<file path="src/rtl/cwp_pkg.sv">
package cwp_pkg;
  // Index of the lowest set bit; 0 when none is set.
  function automatic int lowest_set(input logic [31:0] m);
    int idx;
    idx = 0;
    for (int i = 31; i >= 0; i--) begin
      if (m[i]) idx = i;
    end
    return idx;
  endfunction
endpackage

</file>
<file path="src/rtl/cwp_capture.sv">
module cwp_capture #(
  parameter int NUM_CH = 16,
  parameter int WORD_W = 64,
  localparam int CNT_W = $clog2(WORD_W)
) (
  input  logic                           clk,
  input  logic                           rst,
  input  logic [NUM_CH-1:0]              smp_data,
  input  logic                           smp_valid,
  output logic                           smp_ready,
  input  logic [NUM_CH-1:0]              ch_enable,
  input  logic                           flush,
  input  logic                           bank_free,
  output logic                           grp_load,
  output logic [NUM_CH-1:0][WORD_W-1:0]  grp_words,
  output logic [NUM_CH-1:0]              grp_mask
);
  localparam logic [CNT_W-1:0] LAST = CNT_W'(WORD_W - 1);

  logic [NUM_CH-1:0][WORD_W-1:0] cap_q;
  logic [CNT_W-1:0]              cnt_q;
  logic [NUM_CH-1:0]             mask_q;
  logic                          flush_pend_q;
  logic                          flush_req, accept, close_full, close_part;

  assign flush_req  = flush | flush_pend_q;
  assign smp_ready  = !flush_req && ((cnt_q != LAST) || bank_free);
  assign accept     = smp_valid && smp_ready;
  assign close_full = accept && (cnt_q == LAST);
  assign close_part = flush_req && (cnt_q != '0) && bank_free;
  assign grp_load   = close_full || close_part;
  assign grp_mask   = (cnt_q == '0) ? ch_enable : mask_q;

  always_comb begin
    grp_words = cap_q;
    if (accept) begin
      for (int c = 0; c < NUM_CH; c++) grp_words[c][cnt_q] = smp_data[c];
    end
  end

  always_ff @(posedge clk) begin
    if (rst) begin
      cap_q        <= '0;
      cnt_q        <= '0;
      mask_q       <= '0;
      flush_pend_q <= 1'b0;
    end else begin
      flush_pend_q <= flush_req && (cnt_q != '0) && !bank_free;
      if (accept && cnt_q == '0) mask_q <= ch_enable;
      if (grp_load) begin
        cap_q <= '0;
        cnt_q <= '0;
      end else if (accept) begin
        cap_q <= grp_words;
        cnt_q <= cnt_q + 1'b1;
      end
    end
  end

  // A partial close always leaves an empty capture bank behind.
  assert_flush_empties_R5: assert property (@(posedge clk) disable iff (rst)
    close_part |=> (cnt_q == '0) && (cap_q == '0));

  // A group never completes into a bank that is still draining.
  assert_no_overflow_R7: assert property (@(posedge clk) disable iff (rst)
    grp_load |-> bank_free);
endmodule

</file>
<file path="src/rtl/cwp_drain.sv">
module cwp_drain
  import cwp_pkg::*;
#(
  parameter int NUM_CH = 16,
  parameter int WORD_W = 64
) (
  input  logic                           clk,
  input  logic                           rst,
  input  logic                           grp_load,
  input  logic [NUM_CH-1:0][WORD_W-1:0]  grp_words,
  input  logic [NUM_CH-1:0]              grp_mask,
  output logic                           bank_free,
  output logic [WORD_W-1:0]              word_data,
  output logic                           word_valid,
  input  logic                           word_ready
);
  logic [NUM_CH-1:0][WORD_W-1:0] bank_q;
  logic [NUM_CH-1:0]             rem_q;
  logic [WORD_W-1:0]             od_q;
  logic                          ov_q;
  logic                          advance, take;
  int                            pick;

  assign bank_free  = (rem_q == '0);
  assign advance    = !ov_q || word_ready;
  assign take       = advance && (rem_q != '0);
  assign pick       = lowest_set(32'(rem_q));
  assign word_data  = od_q;
  assign word_valid = ov_q;

  always_ff @(posedge clk) begin
    if (grp_load) bank_q <= grp_words;
  end

  always_ff @(posedge clk) begin
    if (rst) begin
      rem_q <= '0;
      ov_q  <= 1'b0;
      od_q  <= '0;
    end else begin
      if (grp_load) begin
        rem_q <= grp_mask;
      end else if (take) begin
        rem_q[pick] <= 1'b0;
      end
      if (advance) begin
        ov_q <= take;
        if (take) od_q <= bank_q[pick];
      end
    end
  end

  assert_reset_idle_R1: assert property (@(posedge clk)
    rst |=> !ov_q && (rem_q == '0));

  assert_one_word_per_channel_R3: assert property (@(posedge clk) disable iff (rst)
    take |=> $countones(rem_q) == $countones($past(rem_q)) - 1);

  assert_empty_mask_R8: assert property (@(posedge clk) disable iff (rst)
    grp_load && (grp_mask == '0) |=> bank_free);

  assert_hold_R6: assert property (@(posedge clk) disable iff (rst)
    ov_q && !word_ready |=> ov_q && $stable(od_q));
endmodule

</file>
<file path="src/rtl/chan_word_packer.sv">
module chan_word_packer #(
  parameter int NUM_CH = 16,
  parameter int WORD_W = 64
) (
  input  logic              clk,
  input  logic              rst,
  input  logic [NUM_CH-1:0] smp_data,
  input  logic              smp_valid,
  output logic              smp_ready,
  input  logic [NUM_CH-1:0] ch_enable,
  input  logic              flush,
  output logic [WORD_W-1:0] word_data,
  output logic              word_valid,
  input  logic              word_ready
);
  logic                          bank_free, grp_load;
  logic [NUM_CH-1:0][WORD_W-1:0] grp_words;
  logic [NUM_CH-1:0]             grp_mask;

  cwp_capture #(.NUM_CH(NUM_CH), .WORD_W(WORD_W)) u_capture (
    .clk(clk), .rst(rst), .smp_data(smp_data), .smp_valid(smp_valid),
    .smp_ready(smp_ready), .ch_enable(ch_enable), .flush(flush),
    .bank_free(bank_free), .grp_load(grp_load), .grp_words(grp_words),
    .grp_mask(grp_mask)
  );

  cwp_drain #(.NUM_CH(NUM_CH), .WORD_W(WORD_W)) u_drain (
    .clk(clk), .rst(rst), .grp_load(grp_load), .grp_words(grp_words),
    .grp_mask(grp_mask), .bank_free(bank_free), .word_data(word_data),
    .word_valid(word_valid), .word_ready(word_ready)
  );
endmodule

</file>
<file path="config.mk">
export PLATFORM = sky130hd
export DESIGN_NAME = chan_word_packer
export DESIGN_NICKNAME = d
export VERILOG_FILES = /design/src/rtl/cwp_pkg.sv /design/src/rtl/cwp_capture.sv /design/src/rtl/cwp_drain.sv /design/src/rtl/chan_word_packer.sv
export SDC_FILE = /design/constraint.sdc
export NUM_CORES = 2
export LEC_CHECK = 0
export CORE_MARGIN = 10
export CORE_UTILIZATION = 25
export CTS_BUF_LIST = sky130_fd_sc_hd__clkbuf_8
export CTS_CLUSTER_SIZE = 30
export DETAILED_ROUTE_END_ITERATION = 10
export SKIP_LAST_GASP = 1
export SLEW_MARGIN = 20
export SYNTH_ARGS = -nofsm -noshare
export SYNTH_HDL_FRONTEND = slang
export SYNTH_SLANG_ARGS = --single-unit
</file>
<file path="constraint.sdc">
create_clock -name clk -period 39.8 [get_ports clk]
set_clock_uncertainty 0.15 [all_clocks]
set_input_delay 11.94 -clock clk [delete_from_list [all_inputs] [get_ports clk]]
set_output_delay 11.94 -clock clk [all_outputs]
set_load 0.1 [all_outputs]
</file>
After elaboration in Yosys (flattened, before gate mapping)
Cells that the tools add are included.
{"block": "op_classes", "magnitude_cmp": 4, "n_eq_ne": 2, "reduce_logical": 23, "muxes": 43, "bitwise": 3, "add_sub_neg": 1}
{"operator": "64-bit bitwise mux", "count": 16}
{"operator": "1024-bit 2-to-1 mux", "count": 1}
{"operator": "64-bit binary-select mux with 4-bit select", "count": 1}
{"operator": "64-bit 2-to-1 mux", "count": 2}
{"operator": "4-bit 2-to-1 mux", "count": 16}
{"operator": "16-bit 2-to-1 mux", "count": 3}
{"operator": "16-bit bitwise AND", "count": 1}
{"operator": "16-bit zero test", "count": 1}
{"operator": "16-bit inverter", "count": 1}
{"operator": "16-bit nonzero test", "count": 1}
{"operator": "1-bit logical AND", "count": 10}
{"operator": "6-bit by 7-bit less-than comparator with 1-bit output, second input constant", "count": 1}
{"operator": "6-bit by 1-bit adder with 6-bit output, second input constant", "count": 1}
{"operator": "1-bit demux with 6-bit select", "count": 1}
{"operator": "6-bit == test, second input constant", "count": 1}
{"operator": "6-bit by 1-bit >= comparator with 1-bit output, second input constant", "count": 1}
{"operator": "6-bit zero test", "count": 1}
{"operator": "6-bit inequality test, second input constant", "count": 1}
{"operator": "6-bit nonzero test", "count": 1}
{"operator": "4-bit by 5-bit less-than comparator with 1-bit output, second input constant", "count": 1}
{"operator": "1-bit demux with 4-bit select", "count": 1}
{"operator": "4-bit by 1-bit >= comparator with 1-bit output, second input constant", "count": 1}
{"operator": "1-bit zero test", "count": 3}
{"operator": "1-bit logical OR", "count": 3}
{"operator": "other kinds (5)", "count": 6}
{"block": "word_totals", "output_inout_bits": 66, "input_bits": 37, "reg_bits": 2152, "word_cells": 114}

Depth between registers and ports, before layout
{"block": "depth", "word_depth": 24, "mapped_depth": 13, "depth_no_buf": 8}

Modules after synthesis
A second synthesis with hierarchy kept.
{"block": "unflattened", "hier_cells": 6196, "area_unflattened_um2": 82821.9}
{"mod": "cwp_capture", "area_each_um2": 41706.2, "cells_each": 3752, "instances": 1, "seq_area_each_um2": 20960.1}
{"mod": "cwp_drain", "area_each_um2": 41115.7, "cells_each": 2444, "instances": 1, "seq_area_each_um2": 32371.0}

Least setup slack after synthesis
Ideal clock, no wire load.
{"block": "synth_path", "kind": "input -> register", "from": "input flush", "to": "register u_drain.bank_q[0] in the netlist's numbering (enable)", "t_arrival_ns": 32.552, "path_stages": 6, "setup_time_ns": 1.356, "t_required_ns": 38.294, "n_path_buf": 1, "setup_slack_ns": 5.742, "cell_sequence": "nor2_1 > nand3_1 > a31oi_4 > a31oi_2 > clkbuf_1 > inv_1"}
{"block": "synth_via", "elab_chain_len": 6, "word_cells_on_any_way": 8, "classes_between": "bitwise (1); reduce/logical (7)"}
{"element": "from (decl)", "line_no": "chan_word_packer.sv:11", "source": "input logic flush,"}
{"element": "1-bit bitwise OR *", "line_no": "cwp_capture.sv:26", "source": "assign flush_req = flush | flush_pend_q;"}
{"element": "1-bit zero test", "line_no": "cwp_capture.sv:27", "source": "assign smp_ready = !flush_req && ((cnt_q != LAST) || bank_free);"}
{"element": "1-bit logical AND", "line_no": "cwp_capture.sv:27"}
{"element": "1-bit logical AND", "line_no": "cwp_capture.sv:28", "source": "assign accept = smp_valid && smp_ready;"}
{"element": "1-bit logical AND", "line_no": "cwp_capture.sv:29", "source": "assign close_full = accept && (cnt_q == LAST);"}
{"element": "1-bit logical OR *", "line_no": "cwp_capture.sv:31", "source": "assign grp_load = close_full || close_part;"}
{"element": "to (signal assigned)", "line_no": "cwp_drain.sv:32", "source": "if (grp_load) bank_q <= grp_words;"}
{"element": "to (decl)", "line_no": "cwp_drain.sv:17", "source": "logic [NUM_CH-1:0][WORD_W-1:0] bank_q;"}
Mark *: on every way between the ends. The rest lies on a longest branch, timed or not.
A chain may end at the register's enable or synchronous reset.

Worst setup path in the final report
{"block": "layout_path", "from": "input flush", "to": "output smp_ready"}
{"block": "layout_via", "elab_chain_len": 3}
{"element": "1-bit bitwise OR", "line_no": "cwp_capture.sv:26"}
{"element": "1-bit zero test", "line_no": "cwp_capture.sv:27"}
{"element": "1-bit logical AND", "line_no": "cwp_capture.sv:27"}
{"element": "to (decl)", "line_no": "chan_word_packer.sv:9", "source": "output logic smp_ready,"}
No other way between the ends.

==> flow_summary.ini <==
[run_status]
outcome = completed

[power_and_ir_drop]
switchingPower_mw = 1.702
seqPwrFrac_pct = 46.2
vdd_ir_drop_max_uv = 50.00
pwr-share-clk_pct = 34.5
p_comb_share_pct = 19.3
p_int_mw = 3.621
powerDensity_nw_per_um2 = 56.36
p_sw_share_pct = 31.97
power.leakage_nw = 36.58

[clocking]
numClockSinks = 2152
htreeDepth = 5
tritoncts = built
cts_root_buffer = clkbuf_8
ctsLongestPathBuffers = 4
clk_pin_slew_ps = 60
cts_setup_buffers = 0
hold_buffers = 0
cts.repair.resized = 0
clk_latency_ps = 1090
cts_buffers = 359

[min_path]
hold_class = reg2reg

[route]
first_pass_iters = 5
drc_errors = 0
drt_iter0_drc = 3607
wl_per_cell_um = 21.38
postRouteAntennaNets = 0
vias = 48350
wl_um = 227900
vias_per_cell = 4.534

[global_route]
grt_pass1_wl_um = 329800
grt_overflow_total = 0
antenna_found_initial = 14
track_usage_pct = 12.29
first_global_vias = 49970
grt_max_degree = 212

[floorplan]
die_area_um2 = 352800
start_util_pct = 25.14
core_area_um2 = 327700
rows = 210
die_width_um = 594.0
ioPinCount = 103
chipHeight_um = 594.0

[worst_setup_path]
endpoint_kind = output port
required_ps = 27710
critPathKind = in2out
arrival_ps = 14150
cp_max_fo = 3
cp-start-kind = primary input

[logic_synthesis]
yosysTopAreaCell = edfxtp_1
ys.flop_type = dfxtp_1
netlist_instances = 5936
ys_seq_area_share_pct = 64.75
synth_edf_count = 1024
ys_async_sr_fraction_pct = 0
synthTopCellsByArea = edfxtp_1 (37%), dfxtp_1 (27%), mux2_2 (14%)
synthMostInstantiatedCell = dfxtp_1
ys_warn_count = 0
ys_seq_elements = 2152
ys_types = 66
avgSynthCellArea_um2 = 13.87
synthTopCellsByCount = dfxtp_1 (1128), nor2b_1 (1031), edfxtp_1 (1024)
synth.cell_area_um2 = 82360
netlist.area_leader.share_pct = 37.33
syn-num-nets = 5975

[final_layout]
fill_cells = 32860
final_cells = 10660
final_nets = 6075
syn_to_final_growth_pct = 14.67
layout-drive-gt1-share_pct = 26.61

[timing]
period_share_pct = 65.92
drv_slew = 0
worst_slack_ps = 13560
worst_slew_pin_slew_ps = 1176
tns_ps = 0
final_hold_viol_count = 0
max-slew-margin-rel_pct = 21.36
rsz0062_at_grt = no
fmax_mhz = 38.12
setup_viol = 0
min_period_ps = 26240

[placement]
dp_worst_setup_slack_ps = 13550
dp_hpwl_um = 118400
dpl.cell_count = 10020
port_buffers = 102
place_congestion = 0.7269

[run]
cap_viol_max_count = 0
## cell usage in the layout (no fill, tap or decap), drive strengths merged, types with 4 or more instances in the layout
cell type / n
a2111oi: 31
a211oi: 47
a21oi: 116
a221o: 65
a221oi: 19
a222oi: 28
a22oi: 52
a2bb2oi: 11
a311oi: 25
a31oi: 13
and2: 4
buf: 135
clkbuf: 422
clkdlybuf4s50: 62
clkinv: 49
dfxtp: 1128
diode: 4
edfxtp: 1024
inv: 169
mux2: 1024
mux2i: 245
nand2: 182
nand2b: 5
nand3: 12
nand3b: 4
nor2: 192
nor2b: 1031
nor3: 9
nor3b: 4
nor4: 25
o21a: 4
o21ai: 8
o21bai: 10
o22ai: 104
o2bb2ai: 21
## layout make-up
cell class              count  area, um^2  share of cell area, %
flip-flops and latches   2152       53330                  56.47
multi-input cells        3321       27210                  28.82
clock buffers             422        5808                  6.150
well taps                4346        5438                  5.758
repair buffers            197        1673                  1.771
clock inverters           217       942.2                 0.9976
inverters                   5       26.28                0.02782
diodes                      4       10.01                0.01060
## through the flow
step | power [mW] | area, um^2 | util, % | hold slack [ps]
finish | 5.323 | 94440 | 28.82 | 320.1
global route | 5.529 | 94440 | 28.82 | 338.3
CTS | 5.380 | 94420 | 28.82 | 331.0
detailed placement | 3.546 | 87670 | 26.76 | 335.8
global placement | 3.542 | 87660 | 26.75 | 322.5
floorplan | 3.231 | 82360 | - | 310.1
## metal layers
| layer | routed length [um] | vias up | GRT usage (%) |
|---|---|---|---|
| met4 | 5377 | 2 | 3.761 |
| met2 | 105400 | 1341 | 20.14 |
| met5 | 7 | - | 0 |
| met1 | 102400 | 25060 | 16.18 |
| li1 | - | 21590 | - |
| met3 | 14780 | 364 | 2.707 |
## final timing paths
path	start	endpoint	slack, ps	cells after the start
hold reg to reg	u_capture.cap_q[366]	u_drain.bank_q[366]	320	1
setup / recovery	flush	smp_ready	13560	5
hold / removal	u_capture.cap_q[366]	u_drain.bank_q[366]	320	1
setup reg to reg	u_drain.rem_q[4]	u_capture.cap_q[835]	32890	10
## cell families (layout without fill, tap and decap cells)
logic type      after synthesis  after routing  share of synthesized area [%]
fa+ha+maj                     2              2                        0.03038
simple gates               1486           1486                          10.63
xor+xnor                      5              5                        0.05318
compound gates              559            559                          5.018
flops                      2152           2152                          64.75
mux                        1269           1269                          17.12
buf+inv                     463            841                          2.400
other cells                   0              4                              0
## power groups by stage
| stage | sequential [mW] | combinational (mW) | clock, mW |
|---|---|---|---|
| 6_report | 2.46 | 1.03 | 1.84 |
| 5_1_grt | 2.47 | 1.08 | 1.98 |
| 4_1_cts | 2.46 | 1.04 | 1.88 |
| 3_5_place_dp | 2.51 | 1.04 | 0 |
| 3_3_place_gp | 2.51 | 1.04 | 0 |
| 2_1_floorplan | 2.82 | 0.411 | 0 |
## critical path, stage by stage
cell,delay (ps)
clkdlybuf4s50_1,420
nor2_1,160
inv_1,90
a41oi_1,290
clkdlybuf4s50_1,1230
## flip-flops by register name (all words and copies together) (netlist names)
signal	count
u_capture.mask_q	16
u_drain.word_data	64
u_capture.cap_q	1024
u_capture.flush_pend_q	1
u_drain.bank_q	1024
u_capture.cnt_q	6
u_drain.rem_q	16
u_drain.word_valid	1
Power figures use the tool's default switching activity.
